**config.mk**
```make
export PLATFORM = sky130hd
export DESIGN_NAME = ovf_sample_rec
export DESIGN_NICKNAME = d
export VERILOG_FILES = /design/src/rtl/osr_pkg.sv /design/src/rtl/osr_capture.sv /design/src/rtl/osr_writer.sv /design/src/rtl/osr_bufctl.sv /design/src/rtl/ovf_sample_rec.sv
export SDC_FILE = /design/constraint.sdc
export NUM_CORES = 1
export LEC_CHECK = 0
export ABC_CLOCK_PERIOD_IN_PS = 3100
export BUFFER_PORTS_ARGS = -buffer_cell sky130_fd_sc_hd__buf_2
export CAP_MARGIN = 20
export CORE_AREA = 2 2 210 212
export DETAILED_ROUTE_END_ITERATION = 8
export DIE_AREA = 0 0 212 214
export PLACE_DENSITY = 0.69
export SLEW_MARGIN = 40
export SYNTH_ARGS = -nofsm -noshare
export SYNTH_HDL_FRONTEND = slang
export SYNTH_SLANG_ARGS = --single-unit
```
**constraint.sdc**
```tcl
create_clock -name clk_i -period 3.1 [get_ports clk_i]
set_input_delay 0 -clock clk_i [delete_from_list [all_inputs] [get_ports clk_i]]
set_output_delay 0 -clock clk_i [all_outputs]
set_load 0.05 [all_outputs]
```
**src/rtl/osr_pkg.sv**
```systemverilog
package osr_pkg;
  localparam int unsigned OSR_DATA_W     = 64;
  localparam int unsigned OSR_NUM_STATE  = 3;
  localparam int unsigned OSR_REC_WORDS  = 1 + OSR_NUM_STATE;
  localparam int unsigned OSR_WORD_BYTES = OSR_DATA_W / 8;
  localparam int unsigned OSR_REC_BYTES  = OSR_REC_WORDS * OSR_WORD_BYTES;
  localparam int unsigned OSR_BEAT_W     = $clog2(OSR_REC_WORDS);
  localparam int unsigned OSR_BYTE_SH    = $clog2(OSR_WORD_BYTES);
endpackage

```
**src/rtl/osr_capture.sv**
```systemverilog
module osr_capture (
  input  logic clk_i,
  input  logic rst_ni,
  input  logic ovf_acc_i,
  input  logic ret_vld_i,
  output logic fire_o,
  output logic wait_o
);
  logic wait_q;

  // overflow taken but no retirement yet: hold until the next one
  always_ff @(posedge clk_i or negedge rst_ni) begin
    if (!rst_ni)        wait_q <= 1'b0;
    else if (ret_vld_i) wait_q <= 1'b0;
    else if (ovf_acc_i) wait_q <= 1'b1;
  end

  assign fire_o = (ovf_acc_i | wait_q) & ret_vld_i;
  assign wait_o = wait_q;
endmodule

```
**src/rtl/osr_writer.sv**
```systemverilog
module osr_writer
  import osr_pkg::*;
#(
  parameter int unsigned ADDR_W = 32
) (
  input  logic                                clk_i,
  input  logic                                rst_ni,
  input  logic                                fire_i,
  input  logic [ADDR_W-1:0]                   rec_addr_i,
  input  logic [OSR_DATA_W-1:0]               ip_i,
  input  logic [OSR_NUM_STATE*OSR_DATA_W-1:0] state_i,
  input  logic                                rdy_i,
  output logic                                vld_o,
  output logic [ADDR_W-1:0]                   addr_o,
  output logic [OSR_DATA_W-1:0]               data_o,
  output logic                                done_o,
  output logic                                busy_o
);
  localparam logic [OSR_BEAT_W-1:0] LAST_BEAT = OSR_BEAT_W'(OSR_REC_WORDS - 1);

  logic                  act_q;
  logic [OSR_BEAT_W-1:0] beat_q;
  logic [ADDR_W-1:0]     rec_addr_q;
  logic [OSR_DATA_W-1:0] words_q [OSR_REC_WORDS];

  always_ff @(posedge clk_i or negedge rst_ni) begin
    if (!rst_ni) begin
      act_q      <= 1'b0;
      beat_q     <= '0;
      rec_addr_q <= '0;
      for (int k = 0; k < OSR_REC_WORDS; k++) words_q[k] <= '0;
    end else if (fire_i) begin
      act_q      <= 1'b1;
      beat_q     <= '0;
      rec_addr_q <= rec_addr_i;
      words_q[0] <= ip_i;
      for (int k = 0; k < OSR_NUM_STATE; k++)
        words_q[k+1] <= state_i[k*OSR_DATA_W +: OSR_DATA_W];
    end else if (act_q && rdy_i) begin
      if (beat_q == LAST_BEAT) act_q  <= 1'b0;
      else                     beat_q <= beat_q + 1'b1;
    end
  end

  assign vld_o  = act_q;
  assign addr_o = rec_addr_q + (ADDR_W'(beat_q) << OSR_BYTE_SH);
  assign data_o = words_q[beat_q];
  assign done_o = act_q & rdy_i & (beat_q == LAST_BEAT);
  assign busy_o = act_q;
endmodule

```
**src/rtl/osr_bufctl.sv**
```systemverilog
module osr_bufctl
  import osr_pkg::*;
#(
  parameter int unsigned IDX_W = 16,
  parameter int unsigned CNT_W = 48
) (
  input  logic             clk_i,
  input  logic             rst_ni,
  input  logic             ovf_i,
  input  logic             busy_i,
  input  logic             done_i,
  input  logic             clr_i,
  input  logic [IDX_W-1:0] limit_i,
  input  logic [IDX_W-1:0] irq_th_i,
  input  logic [CNT_W-1:0] period_i,
  output logic             acc_o,
  output logic [IDX_W-1:0] wr_idx_o,
  output logic             lost_o,
  output logic             irq_o,
  output logic             reload_o,
  output logic [CNT_W-1:0] reload_val_o
);
  logic [IDX_W-1:0] idx_q;
  logic             lost_q, reload_q;
  logic [CNT_W-1:0] reload_val_q;
  logic [IDX_W:0]   idx_next;
  logic             full;

  assign idx_next = {1'b0, idx_q} + (IDX_W+1)'(OSR_REC_BYTES);
  assign full     = idx_next > {1'b0, limit_i};
  assign acc_o    = ovf_i & ~busy_i & ~full;

  always_ff @(posedge clk_i or negedge rst_ni) begin
    if (!rst_ni) begin
      idx_q  <= '0;
      lost_q <= 1'b0;
    end else if (clr_i) begin
      idx_q  <= '0;
      lost_q <= 1'b0;
    end else begin
      if (done_i)                      idx_q  <= idx_next[IDX_W-1:0];
      if (ovf_i && (busy_i || full))   lost_q <= 1'b1;
    end
  end

  // reload follows every overflow, taken or dropped
  always_ff @(posedge clk_i or negedge rst_ni) begin
    if (!rst_ni) begin
      reload_q     <= 1'b0;
      reload_val_q <= '0;
    end else begin
      reload_q     <= ovf_i;
      reload_val_q <= period_i;
    end
  end

  assign wr_idx_o     = idx_q;
  assign lost_o       = lost_q;
  assign irq_o        = idx_q >= irq_th_i;
  assign reload_o     = reload_q;
  assign reload_val_o = reload_val_q;
endmodule

```
**src/rtl/ovf_sample_rec.sv**
```systemverilog
module ovf_sample_rec
  import osr_pkg::*;
#(
  parameter int unsigned ADDR_W = 32,
  parameter int unsigned IDX_W  = 16,
  parameter int unsigned CNT_W  = 48
) (
  input  logic                                clk_i,
  input  logic                                rst_ni,
  input  logic                                ovf_i,
  input  logic                                ret_vld_i,
  input  logic [OSR_DATA_W-1:0]               ret_ip_i,
  input  logic [OSR_NUM_STATE*OSR_DATA_W-1:0] state_i,
  input  logic [ADDR_W-1:0]                   base_i,
  input  logic [IDX_W-1:0]                    limit_i,
  input  logic [IDX_W-1:0]                    irq_th_i,
  input  logic [CNT_W-1:0]                    period_i,
  input  logic                                idx_clr_i,
  output logic                                mem_vld_o,
  input  logic                                mem_rdy_i,
  output logic [ADDR_W-1:0]                   mem_addr_o,
  output logic [OSR_DATA_W-1:0]               mem_data_o,
  output logic                                reload_o,
  output logic [CNT_W-1:0]                    reload_val_o,
  output logic                                irq_o,
  output logic [IDX_W-1:0]                    wr_idx_o,
  output logic                                lost_o
);
  logic ovf_acc, cap_fire, cap_wait, wr_busy, wr_done, busy;
  logic [ADDR_W-1:0] rec_addr;

  assign busy     = cap_wait | wr_busy;
  assign rec_addr = base_i + ADDR_W'(wr_idx_o);

  osr_bufctl #(.IDX_W(IDX_W), .CNT_W(CNT_W)) u_buf (
    .clk_i, .rst_ni,
    .ovf_i        (ovf_i),
    .busy_i       (busy),
    .done_i       (wr_done),
    .clr_i        (idx_clr_i),
    .limit_i      (limit_i),
    .irq_th_i     (irq_th_i),
    .period_i     (period_i),
    .acc_o        (ovf_acc),
    .wr_idx_o     (wr_idx_o),
    .lost_o       (lost_o),
    .irq_o        (irq_o),
    .reload_o     (reload_o),
    .reload_val_o (reload_val_o)
  );

  osr_capture u_cap (
    .clk_i, .rst_ni,
    .ovf_acc_i (ovf_acc),
    .ret_vld_i (ret_vld_i),
    .fire_o    (cap_fire),
    .wait_o    (cap_wait)
  );

  osr_writer #(.ADDR_W(ADDR_W)) u_wr (
    .clk_i, .rst_ni,
    .fire_i     (cap_fire),
    .rec_addr_i (rec_addr),
    .ip_i       (ret_ip_i),
    .state_i    (state_i),
    .rdy_i      (mem_rdy_i),
    .vld_o      (mem_vld_o),
    .addr_o     (mem_addr_o),
    .data_o     (mem_data_o),
    .done_o     (wr_done),
    .busy_o     (wr_busy)
  );
endmodule

```
### Yosys cells after proc, flatten, opt, wreduce, memory -nomap -nowiden

Index checks and enable logic that the tools add are counted.

| cells by class | value |
|---|---|
| add/sub/neg operators | 4 |
| order comparisons | 3 |
| eq/ne operators | 2 |
| multiplexer cells | 15 |
| bitwise operators | 10 |
| reductions and logical operators | 10 |

Operator list:

| cell | count |
|---|---|
| 64-bit binary-select mux with 2-bit select | 1 |
| 64-bit two-way mux | 2 |
| 32-bit by 16-bit adder with 32-bit output | 1 |
| 32-bit by 5-bit adder with 32-bit output | 1 |
| 16-bit two-way mux | 2 |
| 16-bit by 6-bit adder with 17-bit output, second input constant | 1 |
| 17-bit by 16-bit greater-than comparator with 1-bit output | 1 |
| 16-bit >= comparator | 1 |
| 2-bit nonzero test | 5 |
| 1-bit two-way mux | 7 |
| 2-bit two-way mux | 3 |
| 1-bit AND | 5 |
| 2-bit AND reduction | 2 |
| 3-bit >= comparator, second input constant | 1 |
| 2-bit inverter with 3-bit output | 1 |
| 2-bit by 1-bit adder with 2-bit output, second input constant | 1 |
| 2-bit equality test, second input constant | 1 |
| 1-bit logical AND | 2 |
| 2-bit != test, second input constant | 1 |
| 1-bit inverter | 2 |
| 1-bit OR | 2 |
| 1-bit logical OR | 1 |

| word-level totals | value |
|---|---|
| register bits after elaboration | 358 |
| input port bits | 374 |
| output and inout bits | 164 |
| logic and storage cells | 56 |

### Logic depth before layout (Yosys ltp)

Gate-level depths: netlist of the first run.

| depth | value |
|---|---|
| depth in word-level cells | 8 |
| mapped depth | 14 |

### By module

From an unflattened synthesis of the first run, not the netlist that was laid out.

| unflattened totals | value |
|---|---|
| cells, all modules | 1167 |
| area, all modules | 16625.9 sq um |

By module, submodules not included:

| module | times used | cells an instance | area each (sq um) |
|---|---|---|---|
| osr_writer | 1 | 785 | 12872.3 |
| osr_bufctl | 1 | 215 | 2556.2 |
| ovf_sample_rec | 1 | 164 | 1154.9 |
| osr_capture | 1 | 3 | 42.5 |

### Least setup slack after synthesis of the first run

OpenSTA, ideal clock, no wires.

| timing path | value |
|---|---|
| path type | register to register |
| start | register u_buf.idx_q[7] (netlist: u_buf.wr_idx_o[7]) |
| end | register u_wr.rec_addr_q[0] |
| arrival | 3.572 ns |
| required time | 2.975 ns |
| setup slack | -0.597 ns |
| cell stages (with the launch flop) | 15 |
| buffers on the path | 2 |
| period minus slack after synthesis | 3.697 ns |
| path through | dfrtp_1 nand3_1 nor2_1 and3_1 nand3_1 xnor2_1 ha_1 nand3_1 nand2_1 nor3_1 nand2_2 a211oi_4 buf_12 buf_12 mux2_4 |

| on the way | value |
|---|---|
| word-level cells in the longest chain between the ends | 6 |

Ends and longest elaborated chain:

| element | line | source |
|---|---|---|
| start: declaration | osr_bufctl.sv:23 | `logic [IDX_W-1:0] idx_q;` |
| start signal: assignment | osr_bufctl.sv:41 | `if (done_i) idx_q <= idx_next[IDX_W-1:0];` |
| 16-bit by 6-bit adder with 17-bit output | osr_bufctl.sv:29 | `assign idx_next = {1'b0, idx_q} + (IDX_W+1)'(OSR_REC_BYTES);` |
| 17-bit by 16-bit greater-than comparator with 1-bit output | osr_bufctl.sv:30 | `assign full = idx_next > {1'b0, limit_i};` |
| 1-bit inverter | osr_bufctl.sv:31 | `assign acc_o = ovf_i & ~busy_i & ~full;` |
| 1-bit AND | osr_bufctl.sv:31 |  |
| 1-bit OR | osr_capture.sv:18 | `assign fire_o = (ovf_acc_i \| wait_q) & ret_vld_i;` |
| 1-bit AND | osr_capture.sv:18 |  |
| end signal: assignment | osr_writer.sv:35 | `rec_addr_q <= rec_addr_i;` |
| end: declaration | osr_writer.sv:23 | `logic [ADDR_W-1:0] rec_addr_q;` |

No other way between the ends.
A chain may end at the register's enable or synchronous reset.

### Worst setup path after layout of the first run

| timing path | value |
|---|---|
| start | register u_buf.idx_q[6] (netlist: u_buf.wr_idx_o[6]) |
| end | register u_wr.words_q[255] in the netlist's numbering |

| on the way | value |
|---|---|
| word-level cells in the longest chain between the ends | 6 |

Ends and longest elaborated chain:

| element | line | source |
|---|---|---|
| 16-bit by 6-bit adder with 17-bit output | osr_bufctl.sv:29 |  |
| 17-bit by 16-bit greater-than comparator with 1-bit output | osr_bufctl.sv:30 |  |
| 1-bit inverter | osr_bufctl.sv:31 |  |
| 1-bit AND | osr_bufctl.sv:31 |  |
| 1-bit OR | osr_capture.sv:18 |  |
| 1-bit AND | osr_capture.sv:18 |  |
| end signal: indexed assignment | osr_writer.sv:38 | `words_q[k+1] <= state_i[k*OSR_DATA_W +: OSR_DATA_W];` |
| end: declaration | osr_writer.sv:24 | `logic [OSR_DATA_W-1:0] words_q [OSR_REC_WORDS];` |

No other way between the ends.

==> results of run 1 <==
power by group:
group / switching, mW / internal (mW) / total [mW]
Combinational: 7.27 / 5.98 / 13.3
Sequential: 1.51 / 6.62 / 8.12
Clock: 1.97 / 2.69 / 4.66
Total: 10.8 / 15.3 / 26.0
logic make-up after synthesis:
kind of cell	Yosys count	share of synthesized area [%]
and+or+nand+nor	155	4.68
other	1	0.0210
adders and majority gates	38	2.71
xor gates and xnor gates	64	3.14
buffers and inverters	96	5.28
DFF	353	49.6
muxes	353	32.2
AOI/OAI and AO/OA	66	2.37
routing by layer:
metal	share of wire [%]	track usage (%)
met1	38	27.2
met2	51	41.8
met3	6.3	5.44
met4	4.6	12.6
met5	0	0
tightest hold or removal path, delay by kind of cell:
kind,cells,cell delay [ns]
adders and majority gates,1,0.16
AOI/OAI and AO/OA,1,0.08
buffers and inverters,2,0.14
and+or+nand+nor,2,0.14
worst max-delay path by stage:
stage | startpoint | to | slack, ns | cells past startpoint
finish | u_buf.wr_idx_o[6]$_DFFE_PN0N_ | u_wr.words_q[255]$_DFFE_PN0P_ | -0.31 | 15
global route | u_buf.wr_idx_o[6]$_DFFE_PN0N_ | u_wr.words_q[108]$_DFFE_PN0P_ | -0.41 | 15
CTS | u_buf.wr_idx_o[6]$_DFFE_PN0N_ | u_wr.words_q[151]$_DFFE_PN0P_ | -0.26 | 14
detailed placement | u_buf.wr_idx_o[6]$_DFFE_PN0N_ | u_wr.words_q[161]$_DFFE_PN0P_ | -0.24 | 14
global placement | u_buf.wr_idx_o[6]$_DFFE_PN0N_ | u_wr.words_q[113]$_DFFE_PN0P_ | -0.21 | 14
floorplan | u_buf.wr_idx_o[5]$_DFFE_PN0N_ | u_wr.rec_addr_q[0]$_DFFE_PN0P_ | -0.20 | 14
layout make-up:
cell class                      instances  area share [%]
Antenna cell                            8          0.0758
Clock buffer                           57            4.38
Clock inverter                         11           0.384
Inverter                               35           0.498
Multi-Input combinational cell        681            31.2
Sequential cell                       353            33.5
Tap cell                              585            2.77
Timing Repair Buffer                  951            27.1
stage by stage:
| stage | setup slack, ns | utilization [%] |
|---|---|---|
| after floorplan | -0.201 | - |
| after global placement | -0.208 | 49.6 |
| after detailed placement | -0.237 | 49.6 |
| after CTS | -0.262 | 60.4 |
| after global routing | -0.413 | 61.6 |
| final | -0.308 | 61.6 |
flip-flops by register name (all words and copies together) (netlist names):
name and cells:
u_wr.busy_o 1, u_buf.wr_idx_o 11, u_cap.wait_o 1, u_buf.lost_o 1, u_wr.rec_addr_q 32, u_buf.reload_val_o 48, u_buf.reload_o 1, u_wr.words_q 256
u_wr.beat_q 2
cell usage in the layout, fill, tap and decap left out, types with 10 or more instances in the layout:
cell type and instances:
clkbuf_1 10, nand2_1 35, dlygate4sd3_1 332, o21ai_0 14, ha_1 35, inv_1 35, buf_4 52, a21oi_1 22
clkbuf_16 51, mux2_4 287, nor2_1 28, xor2_1 33, nand4_1 11, buf_2 528, buf_12 15, nand3_1 21
mux4_2 64, dfrtp_1 345, xnor2_1 25
repair_timing:
action,in CTS,in global routing
gates cloned,0,10
hold buffers,332,1
endpoints found under the setup margin,296,304
pin swaps,1,3
resized for setup,4,29
setup buffers,3,8
endpoints found under the hold margin,432,31
==> metrics.txt, run 1 <==
core region area=42900 µm²; slowest cell delay on critical path=0.51 ns; DR WL/cell=roughly 21 µm; Post-synth top flop=dfrtp_1; Post-synth EDFFs=0; asr flop ratio synth=100%; Congestion Overflow GR=0; WS Path Type=flip-flop to flip-flop; first-pass GRT wire length=83800 µm; Pwr Total=26.0 mW; Worst R2R End=u_wr.words_q[255]$_DFFE_PN0P_; Initial Utilization=a little over 40%; total CTS buffers=40; FP Rows=76; worst path arrival time=3.83 ns; R2R Path Start=u_buf.wr_idx_o[6]$_DFFE_PN0N_; Port Buf Inserts=approximately 530; Syn. warnings=0; I/O pin cnt=538; Cells after Synth=1126; Max Cap Violations=0; DRT iter0 DRCs=801; Final Slew Violations=0; fin crit period=3.41 ns; CP bufs+invs=4; CP Cell Sequence=ha_4, and3_4, nand3_4, nor2_2, xor2_1, ha_1, buf_6, nand4_1, nor4_4, nor3_2, a211oi_4, buf_6, buf_16, clkbuf_16, mux2_4; FF-to-FF setup slack=-0.31 ns; final hold violations=0; Critical Path Source Type=flip-flop; Most common cell on crit path=buf_6; die height=approximately 210 µm; cell area after layout=26400 µm²; fmax=0.293 GHz; vias in the first global route=14800; Netlist cell types=60; RSZ-0062 raised after global routing=true; violated checks=setup timing; Power Density=~990 nW/µm²; footprint of the multi-input gates=8230 µm²; DP HPWL=33300 µm; Mapped Area=17800 µm²; Leak=12.6 nW; top cells by count, synth=dfrtp_1 (353), mux2_4 (280), mux4_2 (64); critical path peak fanout=10; later-pin clock latency in the skew report=0.55 ns; status=finished, violations left; root buf cell=clkbuf_16; Hold Crit Depth=6; Worst-path clk slew=0.06 ns; delay-heaviest family, CP=simple AND/OR/NAND/NOR gates; share of layout cells above drive strength 1=around half; initial antenna violation count=8; Die Width=212 µm; Max stage delay cell, worst path=dfrtp_4; count leader, synth=dfrtp_1; Max Root-Sink Buffers=3; H-tree depth=2; peak supply drop=approximately 1000 µV; CTS Sinks=roughly 350; worst slew pin tran=0.708 ns; Setup TNS=-64.17 ns; DRT Wirelength=57100 µm; Total GRT Usage=24.0%; Die Footprint=45400 µm²; Mean Syn Cell Area=15.8 µm²; pin count of the biggest net entering global routing=97; area leader, netlist=dfrtp_1; worst path required time=3.52 ns; CTS tree=built; min-delay worst type=input port to flip-flop; First-pass DRT Iterations=4; placed cells=about 2300; worst r2r path cells=15; drt drc=0; Min-Delay Endpoint=u_cap.wait_o$_DFFE_PN0P_; Synth area leaders=dfrtp_1 (50%), mux2_4 (24%), mux4_2 (8.1%); gp weighted congestion=approximately 0.85; via/cell ratio=5.04; clk_skew=0.0117 ns; Detail Route Antenna Nets=0; P&R area growth vs syn=48.1%; Final Non-Filler Cells=2681; Seq/Total Area, Yosys=49.6%; FF+latch area=8860 µm²; hold slack=0.0280 ns; Crit. End Element=flip-flop; DP Area=21300 µm²; fin nets=2474; Final Setup Violations=290; share of the synthesized area in the top cell type=around half; DR vias=13500; filler cell count=between 3000 and 4000; crit share post-route=110%; setup ws final=-0.308 ns; Hold Crit Start=limit_i[12]; relative max-transition margin=52.8%; post-synthesis register bit count=353
Note: power is estimated with default switching activity, not from simulation.
==> run 2, diff against run 1 <==
Settings changed: REMOVE_ABC_BUFFERS set to 1, SKIP_LAST_GASP set to 1.
==> metrics.txt, run 2 (synthesized netlist as in run 1, its figures left out) <==
status=finished, violations left (unchanged); violated checks=setup timing (unchanged); slowest cell delay on critical path=0.39 ns (was 0.51 ns); CTS Sinks=353 (unchanged); initial antenna violation count=9 (was 8); relative max-transition margin=50.6% (was 52.8%); clock group share of total power=17.9% (about the same); footprint of the multi-input gates=8160 µm² (was 8230 µm²); DR WL/cell=21.8 µm (was 21.3 µm); Max Cap Violations=0 (unchanged); die height=214 µm (unchanged); P&R area growth vs syn=50.2% (was 48.1%); DRT iter0 DRCs=887 (was 801); Final Slew Violations=0 (unchanged); DRT Wirelength=58900 µm (was 57100 µm); worst path arrival time=3.85 ns (was 3.83 ns); Critical Path Source Type=flip-flop (unchanged); First-pass DRT Iterations=5 (was 4); FP Rows=76 (unchanged); Sw Ratio=41.0% (was 41.3%); RSZ-0062 raised after global routing=true (unchanged); Detail Route Antenna Nets=0 (unchanged); Final Non-Filler Cells=2700 (was 2681); pin count of the biggest net entering global routing=99 (was 97); WS Path Type=flip-flop to flip-flop (unchanged); Most common cell on crit path=buf_12 (was buf_6); Port Buf Inserts=532 (unchanged); total CTS buffers=40 (unchanged); I/O pin cnt=538 (unchanged); Max Root-Sink Buffers=3 (unchanged); sequential group share of total power=30.8% (was 31.2%); share of layout cells above drive strength 1=50.6% (was 51.2%); Initial Utilization=41.6% (unchanged); Internal=15.5 mW (was 15.3 mW); placed cells=2255 (was 2250); Total GRT Usage=25.0% (was 24.0%); CP Cell Sequence=buf_4, nand3_4, nor2_4, and3_4, xor2_1, ha_1, and4_4, nand4_1, nor4_4, nor3_4, a211oi_4, buf_12, buf_16, buf_12, buf_12, buf_8, mux2_4 (was ha_4, and3_4, nand3_4, nor2_2, xor2_1, ha_1, buf_6, nand4_1, nor4_4, nor3_2, a211oi_4, buf_6, buf_16, clkbuf_16, mux2_4); gp weighted congestion=0.915 (was 0.855); CTS tree=built (unchanged); H-tree depth=2 (unchanged); fin nets=2493 (was 2474); first-pass GRT wire length=87600 µm (was 83800 µm); Crit. End Element=flip-flop (unchanged); most common library cell in the layout ignoring fill and taps=buf_2 (unchanged); Max stage delay cell, worst path=dfrtp_1 (was dfrtp_4); final hold violations=0 (unchanged); peak supply drop=671 µV (was 1040 µV); Die Footprint=45400 µm² (unchanged); commonest cells after routing, fill and taps aside=buf_2 (531), dfrtp_1 (351), dlygate4sd3_1 (333) (was buf_2 (528), dfrtp_1 (345), dlygate4sd3_1 (332)); Power Density=980 nW/µm² (was 986 nW/µm²); filler cell count=2960 (was 3003); Worst-path clk slew=0.06 ns (about the same); Die Width=212 µm (unchanged); FF+latch area=8840 µm² (was 8860 µm²); critical path peak fanout=6 (was 10); crit share post-route=110% (about the same); later-pin clock latency in the skew report=0.56 ns (was 0.55 ns); DR vias=13700 (was 13500); Leak=12.7 nW (was 12.6 nW); Largest Register=u_wr.words_q (unchanged); drt drc=0 (unchanged); Final Setup Violations=294 (was 290); core region area=42900 µm² (unchanged); worst path required time=3.54 ns (was 3.52 ns); max reg flops=256 (unchanged); setup ws final=-0.319 ns (was -0.308 ns); worst slew pin tran=0.740 ns (was 0.708 ns); DP HPWL=34000 µm (was 33300 µm); vias in the first global route=15200 (was 14800); Congestion Overflow GR=0 (unchanged); root buf cell=clkbuf_16 (unchanged); combinational group share of total power=51.3% (was 50.9%); via/cell ratio=5.09 (was 5.04); switching pwr=10.8 mW (about the same); clk_skew=0.0259 ns (was 0.0117 ns); pre-CTS WS=-0.321 ns (was -0.237 ns); fin crit period=3.42 ns (was 3.41 ns); fmax=0.292 GHz (was 0.293 GHz); min-delay worst type=input port to flip-flop (unchanged)
-- run 2: cell type report --
class / instances / area share [%]
antenna: 7 / 0.0654
clock buffer: 62 / 4.50
clock inverter: 7 / 0.280
inverter: 35 / 0.491
multi-input combinational: 681 / 30.5
sequential: 353 / 33.0
tap: 585 / 2.73
timing repair buffer: 970 / 28.5
-- run 2: layer usage --
metal	wire length [µm]	track usage, %	vias to the layer above
met3	3950	6.08	179
met1	23100	29.8	6921
met4	2570	10.9	6
met2	29200	42.7	633
li1	-	-	5995
met5	41	0	-
-- run 2: power by group through the flow --
stage	Clock [mW]	Combinational [mW]	Sequential, mW
final	4.70	13.5	8.08
after global routing	4.98	14.0	8.25
after CTS	4.74	13.1	7.89
after detailed placement	0	12.4	7.92
after global placement	0	12.2	7.83
after floorplan	0	10.2	7.95
-- run 2: critical path: cells and delay by family (launching register included) --
| kind | cells | cell delay, ns |
|---|---|---|
| adders and majority gates | 1 | 0.29 |
| DFF | 1 | 0.39 |
| buffers and inverters | 6 | 0.85 |
| AOI/OAI and AO/OA | 1 | 0.29 |
| muxes | 1 | 0.30 |
| xor gates and xnor gates | 1 | 0.14 |
| and+or+nand+nor | 7 | 1.04 |
-- run 2: what timing repair did --
action                                  CTS  global route
gates cloned                              6            12
pin swaps                                 5             4
hold buffers                            332             1
endpoints found under the setup margin  294           301
hold endpoints to repair                435            36
buffers inserted                         16             1
resized for setup                        39            26
-- run 2: worst paths after layout --
check	start	depth (start not counted)	endpoint	slack (ns)
max	u_buf.wr_idx_o[6]$_DFFE_PN0N_	17	u_wr.words_q[205]$_DFFE_PN0P_	-0.32
min	base_i[6]	4	u_wr.rec_addr_q[6]$_DFFE_PN0P_	0.06
max reg2reg	u_buf.wr_idx_o[6]$_DFFE_PN0N_	17	u_wr.words_q[205]$_DFFE_PN0P_	-0.32
min reg2reg	u_wr.words_q[185]$_DFFE_PN0P_	1	u_wr.words_q[185]$_DFFE_PN0P_	0.50
max in group asynchronous	rst_ni	5	u_wr.rec_addr_q[17]$_DFFE_PN0P_	1.52
min in group asynchronous	rst_ni	3	u_wr.words_q[213]$_DFFE_PN0P_	0.48
-- run 2: stage by stage --
stage / TNS (ns) / hold slack, ns / power [mW] / area, µm² / utilization [%]
after floorplan: -3629.04 / -0.296 / 18.1 / 17000 / -
final: -64.30 / 0.0645 / 26.3 / 26800 / 62.4
after detailed placement: -71.94 / 0.109 / 20.3 / 21200 / 49.3
after global routing: -106.84 / 0.0596 / 27.2 / 26800 / 62.4
after CTS: -44.45 / 0.0206 / 25.7 / 26300 / 61.3
after global placement: -57.68 / 0.104 / 20.0 / 21200 / 49.3
